==> config.mk <==
export PLATFORM = sky130hd
export DESIGN_NAME = fetch_ptr_seq
export DESIGN_NICKNAME = d
export VERILOG_FILES = /design/src/rtl/fps_pkg.sv /design/src/rtl/fps_base_regs.sv /design/src/rtl/fps_run_step.sv /design/src/rtl/fps_addr_mux.sv /design/src/rtl/fetch_ptr_seq.sv
export SDC_FILE = /design/constraint.sdc
export NUM_CORES = 1
export LEC_CHECK = 0
export ABC_AREA = 1
export BUFFER_PORTS_ARGS = -buffer_cell sky130_fd_sc_hd__buf_2
export CAP_MARGIN = 20
export CORE_MARGIN = 2
export CORE_UTILIZATION = 25
export CTS_CLUSTER_SIZE = 12
export DETAILED_ROUTE_END_ITERATION = 12
export PLACE_DENSITY = 0.48
export SYNTH_ARGS = -nofsm -noshare
export SYNTH_HDL_FRONTEND = slang
export SYNTH_SLANG_ARGS = --single-unit
==> constraint.sdc <==
create_clock -name clk -period 3.55 [get_ports clk]
set_clock_uncertainty 0.2 [all_clocks]
set_input_delay 0.5325 -clock clk [delete_from_list [all_inputs] [get_ports clk]]
set_output_delay 0.5325 -clock clk [all_outputs]
set_load 0.01 [all_outputs]
==> src/rtl/fps_pkg.sv <==
package fps_pkg;

   localparam int PTR_W = 16;
   localparam int BYTE_W = 8;

   typedef enum logic [1:0] {
      KIND_FETCH_A = 2'b00,
      KIND_LTEST   = 2'b01,
      KIND_JLOOP   = 2'b10,
      KIND_FETCH_B = 2'b11
   } fps_kind_e;

   typedef enum logic [4:0] {
      ST_IDLE, ST_PL, ST_PH, ST_DAT, ST_CL, ST_CH, ST_CRD, ST_CWR,
      ST_WL, ST_WH, ST_LC0, ST_LW0, ST_LN0L, ST_LN0H, ST_LB1L,
      ST_LB1H, ST_LPL, ST_LPH, ST_LC1, ST_LW1, ST_LN1L, ST_LN1H
   } fps_state_e;

endpackage

==> src/rtl/fps_base_regs.sv <==
module fps_base_regs
   import fps_pkg::*;
#(
   parameter logic [15:0] BASE0_RST = 16'h0400,
   parameter logic [15:0] BASE1_RST = 16'h0800
) (
   input  logic                       clk,
   input  logic                       rst_n,
   input  logic [1:0]                 ld_i,
   input  logic [PTR_W-1:0]           val_i,
   output logic [1:0][PTR_W-1:0]      base_o
);

   for (genvar g = 0; g < 2; g++) begin : g_base
      localparam logic [PTR_W-1:0] RST_V = (g == 0) ? BASE0_RST : BASE1_RST;
      always_ff @(posedge clk or negedge rst_n) begin
         if (!rst_n)
            base_o[g] <= RST_V;
         else if (ld_i[g])
            base_o[g] <= val_i;
      end
   end

endmodule

==> src/rtl/fps_run_step.sv <==
module fps_run_step
   import fps_pkg::*;
#(
   parameter int INC_W = 3
) (
   input  logic [PTR_W-1:0]  ptr_i,
   input  logic [INC_W-1:0]  inc_i,
   input  logic              cptr_lsb_i,
   input  logic [BYTE_W-1:0] cnt_i,
   output logic              inc_max_o,
   output logic              cnt_zero_o,
   output logic [PTR_W-1:0]  plain_o,
   output logic [PTR_W-1:0]  run_o
);

   localparam logic [INC_W-1:0] INC_MAX = '1;

   logic odd_after;

   always_comb begin
      inc_max_o  = (inc_i == INC_MAX);
      cnt_zero_o = (cnt_i == '0);
      plain_o    = ptr_i + PTR_W'(inc_i);
      // a zero count bumps the second pointer, flipping its parity
      odd_after  = cnt_zero_o ? ~cptr_lsb_i : cptr_lsb_i;
      run_o      = ptr_i + PTR_W'(odd_after);
   end

endmodule

==> src/rtl/fps_addr_mux.sv <==
module fps_addr_mux
   import fps_pkg::*;
(
   input  fps_state_e         state_i,
   input  logic [PTR_W-1:0]   entry_i,
   input  logic [PTR_W-1:0]   ptr_i,
   input  logic [PTR_W-1:0]   cptr_i,
   input  logic [PTR_W-1:0]   base0_i,
   input  logic [PTR_W-1:0]   base1_i,
   input  logic               via_b1_i,
   input  logic [BYTE_W-1:0]  cnt_i,
   output logic [PTR_W-1:0]   addr_o,
   output logic               rd_o,
   output logic               wr_o,
   output logic [BYTE_W-1:0]  wdata_o
);

   logic [PTR_W-1:0] pc_base;

   always_comb begin
      pc_base = via_b1_i ? base1_i : base0_i;
      addr_o  = '0;
      rd_o    = 1'b0;
      wr_o    = 1'b0;
      wdata_o = '0;
      unique case (state_i)
         ST_PL:   begin addr_o = entry_i;               rd_o = 1'b1; end
         ST_PH:   begin addr_o = entry_i + 16'd1;       rd_o = 1'b1; end
         ST_DAT:  begin addr_o = ptr_i;                 rd_o = 1'b1; end
         ST_CL:   begin addr_o = entry_i + 16'd2;       rd_o = 1'b1; end
         ST_CH:   begin addr_o = entry_i + 16'd3;       rd_o = 1'b1; end
         ST_CRD:  begin addr_o = cptr_i;                rd_o = 1'b1; end
         ST_CWR:  begin addr_o = cptr_i;                wr_o = 1'b1; wdata_o = cnt_i - 8'd1; end
         ST_WL:   begin addr_o = entry_i;               wr_o = 1'b1; wdata_o = ptr_i[7:0]; end
         ST_WH:   begin addr_o = entry_i + 16'd1;       wr_o = 1'b1; wdata_o = ptr_i[15:8]; end
         ST_LC0:  begin addr_o = base0_i - 16'd4;       rd_o = 1'b1; end
         ST_LW0:  begin addr_o = base0_i - 16'd4;       wr_o = 1'b1; wdata_o = cnt_i - 8'd1; end
         ST_LN0L: begin addr_o = base0_i - 16'd2;       rd_o = 1'b1; end
         ST_LN0H: begin addr_o = base0_i - 16'd1;       rd_o = 1'b1; end
         ST_LB1L: begin addr_o = base0_i - 16'd8;       rd_o = 1'b1; end
         ST_LB1H: begin addr_o = base0_i - 16'd7;       rd_o = 1'b1; end
         ST_LPL:  begin addr_o = pc_base - 16'd6;       rd_o = 1'b1; end
         ST_LPH:  begin addr_o = pc_base - 16'd5;       rd_o = 1'b1; end
         ST_LC1:  begin addr_o = base1_i - 16'd4;       rd_o = 1'b1; end
         ST_LW1:  begin addr_o = base1_i - 16'd4;       wr_o = 1'b1; wdata_o = cnt_i - 8'd1; end
         ST_LN1L: begin addr_o = base1_i - 16'd2;       rd_o = 1'b1; end
         ST_LN1H: begin addr_o = base1_i - 16'd1;       rd_o = 1'b1; end
         default: ;
      endcase
   end

endmodule

==> src/rtl/fetch_ptr_seq.sv <==
module fetch_ptr_seq
   import fps_pkg::*;
#(
   parameter int          IDX_W     = 5,
   parameter int          INC_W     = 3,
   parameter logic [15:0] BASE0_RST = 16'h0400,
   parameter logic [15:0] BASE1_RST = 16'h0800
) (
   input  logic              clk,
   input  logic              rst_n,
   input  logic              req_valid,
   output logic              req_ready,
   input  logic              req_group,
   input  logic [IDX_W-1:0]  req_index,
   input  logic [INC_W-1:0]  req_inc,
   input  logic [1:0]        req_kind,
   output logic [15:0]       mem_addr,
   output logic              mem_rd,
   output logic              mem_wr,
   output logic [7:0]        mem_wdata,
   input  logic [7:0]        mem_rdata,
   output logic              rsp_done,
   output logic [7:0]        rsp_data,
   output logic [15:0]       rsp_pc,
   output logic              rsp_pc_valid
);

   if (IDX_W < 1 || IDX_W > PTR_W - 2) begin : g_bad_idx
      $error("fetch_ptr_seq: IDX_W out of range");
   end
   if (INC_W < 1 || INC_W > 7) begin : g_bad_inc
      $error("fetch_ptr_seq: INC_W out of range");
   end

   fps_state_e              state_q;
   logic [PTR_W-1:0]        entry_q, ptr_q, cptr_q, pc_q;
   logic [BYTE_W-1:0]       cnt_q, tmp_q, data_q;
   logic [INC_W-1:0]        inc_q;
   logic                    jump_q, via_b1_q, done_q, pcv_q;
   logic [1:0]              base_ld;
   logic [1:0][PTR_W-1:0]   base;
   logic [PTR_W-1:0]        rd_word, plain_ptr, run_ptr;
   logic                    inc_max, cnt_zero;

   assign rd_word = {mem_rdata, tmp_q};

   fps_base_regs #(.BASE0_RST(BASE0_RST), .BASE1_RST(BASE1_RST)) u_base (
      .clk(clk), .rst_n(rst_n), .ld_i(base_ld), .val_i(rd_word), .base_o(base)
   );

   fps_run_step #(.INC_W(INC_W)) u_step (
      .ptr_i(ptr_q), .inc_i(inc_q), .cptr_lsb_i(cptr_q[0]), .cnt_i(mem_rdata),
      .inc_max_o(inc_max), .cnt_zero_o(cnt_zero), .plain_o(plain_ptr), .run_o(run_ptr)
   );

   fps_addr_mux u_mux (
      .state_i(state_q), .entry_i(entry_q), .ptr_i(ptr_q), .cptr_i(cptr_q),
      .base0_i(base[0]), .base1_i(base[1]), .via_b1_i(via_b1_q), .cnt_i(cnt_q),
      .addr_o(mem_addr), .rd_o(mem_rd), .wr_o(mem_wr), .wdata_o(mem_wdata)
   );

   always_comb begin
      base_ld = 2'b00;
      if (state_q == ST_LN0H) base_ld[0] = 1'b1;
      if (state_q == ST_LB1H || state_q == ST_LN1H) base_ld[1] = 1'b1;
   end

   always_ff @(posedge clk or negedge rst_n) begin
      if (!rst_n) begin
         state_q  <= ST_IDLE;
         entry_q  <= '0;
         ptr_q    <= '0;
         cptr_q   <= '0;
         pc_q     <= '0;
         cnt_q    <= '0;
         tmp_q    <= '0;
         data_q   <= '0;
         inc_q    <= '0;
         jump_q   <= 1'b0;
         via_b1_q <= 1'b0;
         done_q   <= 1'b0;
         pcv_q    <= 1'b0;
      end else begin
         done_q <= 1'b0;
         pcv_q  <= 1'b0;
         unique case (state_q)
            ST_IDLE: if (req_valid) begin
               entry_q  <= base[req_group] + PTR_W'({req_index, 1'b0});
               inc_q    <= req_inc;
               via_b1_q <= 1'b0;
               jump_q   <= (req_kind == KIND_JLOOP);
               if (req_kind == KIND_LTEST || req_kind == KIND_JLOOP)
                  state_q <= ST_LC0;
               else
                  state_q <= ST_PL;
            end
            ST_PL:   begin ptr_q[7:0]  <= mem_rdata; state_q <= ST_PH; end
            ST_PH:   begin ptr_q[15:8] <= mem_rdata; state_q <= ST_DAT; end
            ST_DAT:  begin
               data_q <= mem_rdata;
               if (inc_max) state_q <= ST_CL;
               else begin ptr_q <= plain_ptr; state_q <= ST_WL; end
            end
            ST_CL:   begin cptr_q[7:0]  <= mem_rdata; state_q <= ST_CH; end
            ST_CH:   begin cptr_q[15:8] <= mem_rdata; state_q <= ST_CRD; end
            ST_CRD:  begin
               ptr_q <= run_ptr;
               cnt_q <= mem_rdata;
               state_q <= cnt_zero ? ST_WL : ST_CWR;
            end
            ST_CWR:  state_q <= ST_WL;
            ST_WL:   state_q <= ST_WH;
            ST_WH:   begin state_q <= ST_IDLE; done_q <= 1'b1; end
            ST_LC0:  begin
               cnt_q <= mem_rdata;
               state_q <= cnt_zero ? ST_LN0L : ST_LW0;
            end
            ST_LW0:  begin via_b1_q <= 1'b1; state_q <= ST_LC1; end
            ST_LN0L: begin tmp_q <= mem_rdata; state_q <= ST_LN0H; end
            ST_LN0H: state_q <= ST_LB1L;
            ST_LB1L: begin tmp_q <= mem_rdata; state_q <= ST_LB1H; end
            ST_LB1H: state_q <= ST_LPL;
            ST_LPL:  begin tmp_q <= mem_rdata; state_q <= ST_LPH; end
            ST_LPH:  begin
               pc_q <= rd_word; pcv_q <= 1'b1; done_q <= 1'b1; state_q <= ST_IDLE;
            end
            ST_LC1:  begin
               cnt_q <= mem_rdata;
               state_q <= cnt_zero ? ST_LN1L : ST_LW1;
            end
            ST_LW1, ST_LN1H: begin
               if (jump_q) state_q <= ST_LPL;
               else begin state_q <= ST_IDLE; done_q <= 1'b1; end
            end
            ST_LN1L: begin tmp_q <= mem_rdata; state_q <= ST_LN1H; end
            default: state_q <= ST_IDLE;
         endcase
      end
   end

   assign req_ready    = (state_q == ST_IDLE);
   assign rsp_done     = done_q;
   assign rsp_data     = data_q;
   assign rsp_pc       = pc_q;
   assign rsp_pc_valid = pcv_q;

   p_one_access_r5: assert property (@(posedge clk) disable iff (!rst_n)
      !(mem_rd && mem_wr));

   p_done_pulse_r5: assert property (@(posedge clk) disable iff (!rst_n)
      rsp_done |=> !rsp_done);

   p_deref_le_r2: assert property (@(posedge clk) disable iff (!rst_n)
      (state_q == ST_DAT) |-> (mem_rd && mem_addr == {$past(mem_rdata), $past(mem_rdata, 2)}));

   p_wb_high_next_r3: assert property (@(posedge clk) disable iff (!rst_n)
      (state_q == ST_WH) |-> (mem_wr && mem_addr == $past(mem_addr) + 16'd1));

   p_pc_with_done_r8: assert property (@(posedge clk) disable iff (!rst_n)
      rsp_pc_valid |-> rsp_done);

   p_base_hold_idle_r6: assert property (@(posedge clk) disable iff (!rst_n)
      (state_q == ST_IDLE) |=> $stable(base));

endmodule

==> qor.yml, run 1 <==
synthesis:
  syn_area_mm2: 0.0114
  yosys_warnings: 0
  syn-num-nets: 1915
  synth_seq_cells: 132
  syn_inst: 1867
  syn_avg_cell_area_um2: 6.08
  synth_edf_count: 0
  synthArstFlopShare_pct: 100
  yosysSeqAreaShare_pct: 29.1
  synthFlopType: "dfrtp_1"
  synth_cell_types: 51
clock_network:
  htreeDepth: 4
  cts_made_buffers: 17
  tritoncts: "done"
  clk_path_buf_depth: 2
  clk_pin_slew_ns: 0.07
  clock_latency_ns: 0.45
  clock-sinks: 132
  cts_root_buf: "clkbuf_16"
final_layout:
  num-fill-cells: 5120
  final_common_cell: "nand2_1"
  layout-drive-gt1-share_pct: 18.5
  fin_nets: 2080
  diodes: 0
  finish.utilization_pct: 31.7
  final_cell_mix: "586 x nand2_1, 204 x inv_1, 197 x o21ai_0"
  area_delta_synth_final_pct: 25.8
routing:
  routed_via_density: 5.12
  dr_total_vias: 13500
  detail-route-antenna-nets: 0
  drt_iter0_markers: 1437
  first_pass_iters: 6
  routed_wl_um: 54800
  wire_per_inst_um: 20.7
  drc: 0
die:
  rows: 78
  die_x_um: 217
  die_h_um: 217
  boundaryPins: 75
  coreArea_mm2: 0.0451
  die-area_mm2: 0.0472
  initial_core_util_pct: 25.2
hold_path:
  worstHoldStart: "req_inc[1]"
  min_path_type: "input port to flip-flop"
run:
  max-cap-violations: 0
timing:
  setup_viol: 4
  drv_slew: 0
  period_minus_slack_ns: 3.59
  period_share_pct: 101
  worstMarginPinSlew_ns: 0.819
  fmax_mhz: 279
  rsz0062_at_grt: "yes"
  hold_viol: 0
  maxSlewHeadroom_pct: 44.8
  layout_setup_ws_ns: -0.0383
worst_setup_path:
  slowest_delay_ns: 0.47
  critical_path.top_delay_family: "simple AND/OR/NAND/NOR gates"
  cp-end-kind: "output pin"
  setup.worst_path.class: "flip-flop to output pin"
  r2r-start: "u_base.base_o[1]"
  cp-start-kind: "flip-flop"
  cp_common_cell: "nand2_1"
  crit_required_ns: 2.82
  crit_buf_inv: 4
  cp-startpoint: "state_q[3]"
  crit_chain: "buf_4 -> nor2_4 -> nand3_4 -> buf_12 -> o21ai_2 -> nand2_1 -> nor2_4 -> nand2_2 -> nor2_1 -> nand2_1 -> nand3_1 -> nand2_1 -> inv_1 -> nand2_1 -> buf_2"
  worst_path_max_delay_cell: "dfrtp_2"
  arrival_ns: 2.86
  cp_max_fo: 23
global_route:
  grt_max_degree: 70
  track_usage_pct: 23.3
  grt_pass1_wl_um: 81300
  grt_antenna_before_repair: 1
  grt_pass1_vias: 12800
  grt_overflow: 0
place:
  dpl.hpwl_um: 44400
  io_buffers: 74
  gp_congestion: 0.989
power_and_ir_drop:
  power_w: 0.0146
  power_density_mw_per_mm2: 1020
  leakagePower_nw: 6.81
  irDropWorstVdd_v: 0.000451
outcome:
  status: "finished with violations"
  violations: "negative setup slack"
[through the flow]
step	hold WS (ns)	worst slack (ns)	TNS [ns]	area [um^2]	std cells
floorplan	0.0369	0.424	0	11400	1867
global placement	0.268	0.00485	0	13000	2588
detailed placement	0.277	0.0107	0	13000	2588
CTS	0.0896	-0.0294	-0.0839	14100	2640
global route	0.0966	-0.155	-1.44	14300	2645
finish	0.100	-0.0383	-0.102	14300	2645
[sequential cells by signal (all words and copies together), names as in the netlist]
signal,count
cnt_q,8
cptr_q,16
entry_q,16
inc_q,3
jump_q,1
ptr_q,16
rsp_data,8
rsp_done,1
rsp_pc,16
rsp_pc_valid,1
state_q,5
tmp_q,8
u_base.base_o,32
via_b1_q,1
[metal layers]
layer / vias up / share of wire, % / track usage [%] / wire length, um
met4: 0 / 3.4 / 8.58 / 1870
met5: - / 0 / 0 / 0
met2: 528 / 44 / 36.0 / 24200
met1: 6465 / 45 / 31.8 / 24800
li1: 6460 / - / - / -
met3: 81 / 7.2 / 5.06 / 3970
[cells by family after synthesis]
kind of cell	count (synthesis)	share of synthesized area, %
AOI/OAI and AO/OA	347	16.9
adders and majority gates	26	3.06
DFF	132	29.1
buffers and inverters	278	9.77
xor gates and xnor gates	17	1.31
and+or+nand+nor	1067	39.9
[what timing repair did]
action / in CTS / in global routing
hold buffers: 1 / 0
resized for setup: 108 / 53
endpoints found under the setup margin: 15 / 16
pin swaps: 38 / 35
endpoints found under the hold margin: 64 / 0
buffers inserted: 19 / 5
[final timing paths]
path,cells past startpoint,slack [ns],end
max,15,-0.04,mem_addr[14]
min,3,0.1,inc_q[1]
max reg2reg,14,0.23,entry_q[13]
min reg2reg,2,0.28,rsp_pc[5]
max in group asynchronous,3,1.80,state_q[0]
min in group asynchronous,2,0.47,rsp_pc[10]
[worst min-delay path, cell delays in order]
cell	delay (ns)
buf_2	0.08
nand2_1	0.05
nand2_1	0.05
[where the power goes]
part	internal [W]	switching (W)	total [W]	leakage (nW)
Sequential	0.00224	0.000890	0.00313	1.57
Combinational	0.00320	0.00656	0.00976	4.98
Clock	0.000920	0.000816	0.00174	0.261
Total	0.00636	0.00827	0.0146	6.81
[Yosys cell counts (all sizes together), types with 2 or more instances]
| master | number | area share (%) |
|---|---|---|
| o2111ai | 6 | 0.46 |
| xor2 | 11 | 0.85 |
| o211ai | 12 | 0.79 |
| nand4 | 53 | 2.9 |
| or2 | 2 | 0.11 |
| buf | 32 | 1.6 |
| nand3b | 7 | 0.46 |
| xnor2 | 6 | 0.46 |
| o21bai | 2 | 0.13 |
| o31ai | 2 | 0.13 |
| a31oi | 10 | 0.55 |
| dfrtp | 130 | 29 |
| ha | 23 | 2.5 |
| o22ai | 13 | 0.72 |
| o21a | 2 | 0.13 |
| nor2 | 204 | 7.3 |
| nor3 | 28 | 1.3 |
| clkinv | 3 | 0.099 |
| inv | 218 | 7.2 |
| a21oi | 39 | 1.7 |
| o21ai | 243 | 11 |
| clkbuf | 25 | 0.83 |
| fa | 3 | 0.53 |
| o221ai | 5 | 0.39 |
| nand2 | 609 | 20 |
| a211oi | 4 | 0.26 |
| dfstp | 2 | 0.46 |
| nand3 | 162 | 7.4 |
| a22oi | 2 | 0.13 |
[layout make-up]
class	count	area, um^2	share of cell area [%]
Multi-Input combinational cell	1457	7420	51.9
Sequential cell	132	3310	23.2
Timing Repair Buffer	203	1410	9.84
Inverter	221	836	5.85
Tap cell	600	751	5.25
Clock buffer	17	425	2.98
Clock inverter	15	138	0.963
(Power assumes the default switching activity.)
==> run 2, diff against run 1 <==
Settings changed: CELL_PAD_IN_SITES_DETAIL_PLACEMENT from default to 1, CELL_PAD_IN_SITES_GLOBAL_PLACEMENT from default to 1, PLACE_DENSITY 0.48 to 0.6.
==> run 2 against run 1 <==
  * The run still ends with negative setup slack left
  * Sequential power about the same
  * Via count grew 2.9%
  * Register-to-register slack better by 0.24 ns
==> qor.yml, run 2 (synthesis gave the netlist of run 1 again) <==
global_route:
  grt_overflow: 0  # unchanged
  track_usage_pct: 25.0  # was 23.3%
  grt_antenna_before_repair: 1  # unchanged
  grt_pass1_vias: 14000  # was 12800
  grt_max_degree: 66  # was 70
  grt_pass1_wl_um: 87700  # was 81300 um
die:
  coreArea_mm2: 0.0451  # unchanged
  die_x_um: 217  # unchanged
  die_h_um: 217  # unchanged
  initial_core_util_pct: 25.2  # unchanged
  rows: 78  # unchanged
  boundaryPins: 75  # unchanged
  die-area_mm2: 0.0472  # unchanged
place:
  dpl.hpwl_um: 47500  # was 44400 um
  io_buffers: 74  # unchanged
  dpl_cell_area_mm2: 0.0130  # about the same
  dp_cells: 2594  # was 2588
  gp_congestion: 0.996  # was 0.989
worst_setup_path:
  r2r-start: "u_base.base_o[2]"  # was u_base.base_o[1]
  cp_max_fo: 9  # was 23
  cp-endpoint: "mem_addr[9]"  # was mem_addr[14]
  arrival_ns: 2.87  # was 2.86 ns
  setup.worst_path.class: "flip-flop to output pin"  # unchanged
  reg2reg_to: "entry_q[10]"  # was entry_q[13]
  ff2ff_path_depth: 15  # was 14
  crit_required_ns: 2.82  # about the same
  cp-startpoint: "state_q[1]"  # was state_q[3]
  cp-start-kind: "flip-flop"  # unchanged
  cp-end-kind: "output pin"  # unchanged
  reg2reg_setup_slack_ns: 0.47  # was 0.23 ns
timing:
  fin_hold_ws_ns: 0.0821  # was 0.100 ns
  maxSlewHeadroom_pct: 41.1  # was 44.8%
  fmax_mhz: 278  # was 279 MHz
  tns_ns: -0.108  # was -0.102 ns
  drv_slew: 0  # unchanged
  rsz0062_at_grt: "yes"  # unchanged
  setup_viol: 5  # was 4
  worstMarginPinSlew_ns: 0.874  # was 0.819 ns
  period_minus_slack_ns: 3.60  # was 3.59 ns
  hold_viol: 0  # unchanged
  period_share_pct: 101  # about the same
  layout_setup_ws_ns: -0.0483  # was -0.0383 ns
routing:
  detail-route-antenna-nets: 0  # unchanged
  drt_iter0_markers: 1185  # was 1437
  drc: 0  # unchanged
  routed_via_density: 5.22  # was 5.12
  wire_per_inst_um: 22.2  # was 20.7 um
  first_pass_iters: 6  # unchanged
  routed_wl_um: 59300  # was 54800 um
  dr_total_vias: 13900  # was 13500
power_and_ir_drop:
  power_density_mw_per_mm2: 1030  # was 1020 mW/mm^2
  comb_power_share_pct: 67.2  # was 66.7%
  irDropWorstVdd_v: 0.000398  # was 0.000451 V
  power_w: 0.0152  # was 0.0146 W
  leakagePower_nw: 6.98  # was 6.81 nW
  internal_power_w: 0.00663  # was 0.00636 W
  switching_power_w: 0.00858  # was 0.00827 W
  switching_share_pct: 56.4  # was 56.5%
  p_seq_share_pct: 20.7  # was 21.4%
  clkPwrFrac_pct: 12.1  # was 11.9%
clock_network:
  tritoncts: "done"  # unchanged
  clock_latency_ns: 0.46  # was 0.45 ns
  htreeDepth: 4  # unchanged
  clock-sinks: 132  # unchanged
  cts_root_buf: "clkbuf_16"  # unchanged
  cts_made_buffers: 17  # unchanged
  clk_path_buf_depth: 2  # unchanged
  clk_pin_slew_ns: 0.07  # about the same
hold_path:
  min_path_type: "input port to flip-flop"  # unchanged
final_layout:
  final_cell_mix: "576 x nand2_1, 203 x inv_1, 193 x o21ai_0"  # was 586 x nand2_1, 204 x inv_1, 197 x o21ai_0
  fin_cells: 2669  # was 2645
  top_register: "u_base.base_o"  # unchanged
  fin_nets: 2104  # was 2080
  num-fill-cells: 5892  # was 5120
  largest_reg_flops: 32  # unchanged
  diodes: 0  # unchanged
  area_delta_synth_final_pct: 29.4  # was 25.8%
  layout-drive-gt1-share_pct: 20.6  # was 18.5%
  final_common_cell: "nand2_1"  # unchanged
  multi_input_area_mm2: 0.00758  # was 0.00742 mm^2
  fin_area_mm2: 0.0147  # was 0.0143 mm^2
  regArea_mm2: 0.00331  # unchanged
run:
  max-cap-violations: 0  # unchanged
outcome:
  violations: "negative setup slack"  # unchanged
  status: "finished with violations"  # unchanged
==> run 2: critical path, cell delays in order, from the launching register on <==
cell and delay (ns):
dfrtp_2 0.45, buf_6 0.17, nand2_1 0.14, nor2_2 0.07, nand2_1 0.13, nand2_1 0.08
buf_4 0.16, nand2_1 0.17, o211ai_1 0.15, nor2_1 0.32, nand3b_1 0.14, nor2_2 0.14
nand4_1 0.10, buf_2 0.16
==> run 2: power by group through the flow <==
stage               sequential (W)  combinational, W  clock (W)
detailed placement         0.00311           0.00891          0
global route               0.00323            0.0111    0.00193
global placement           0.00309           0.00877          0
floorplan                  0.00283           0.00523          0
finish                     0.00315            0.0102    0.00184
CTS                        0.00311           0.00963    0.00187
==> run 2: what timing repair did <==
item	4_1_cts	5_1_grt
endpoints found under the hold margin	61	0
gates cloned	1	1
resized for setup	105	95
pin swaps	26	37
buffers inserted	28	12
setup endpoints to repair	16	17
hold buffers	1	0
==> run 2: worst min-delay path by stage <==
stage / from / endpoint / slack (ns) / cells after the start
floorplan: rst_n / cnt_q[0] / 0.04 / 0
global placement: rsp_pc[6] / rsp_pc[6] / 0.27 / 2
detailed placement: rsp_pc[14] / rsp_pc[14] / 0.27 / 2
CTS: req_inc[0] / inc_q[0] / 0.07 / 3
global route: req_inc[0] / inc_q[0] / 0.07 / 3
finish: req_inc[0] / inc_q[0] / 0.08 / 3
==> run 2: final cells by class <==
class	count	share of cell area, %
clock buffer	17	2.89
clock inverter	15	1.12
inverter	221	5.72
multi-input combinational	1458	51.6
sequential	132	22.5
tap	600	5.11
timing repair buffer	226	11.0
==> run 2: per-stage QoR <==
stage                     setup WS (ns)  util (%)
after global placement           0.0843      28.9
after CTS                       -0.0757      31.6
after global routing             -0.187      32.6
after detailed placement        -0.0327      28.9
final                           -0.0483      32.6
after floorplan                   0.424         -
==> run 2: per-layer routing <==
| metal | share of wire [%] | track usage (%) | up-vias |
|---|---|---|---|
| li1 | - | - | 6521 |
| met1 | 45 | 34.0 | 6791 |
| met2 | 45 | 39.3 | 497 |
| met3 | 6.4 | 4.53 | 111 |
| met4 | 4.1 | 9.66 | 2 |
| met5 | 0.019 | 0 | - |
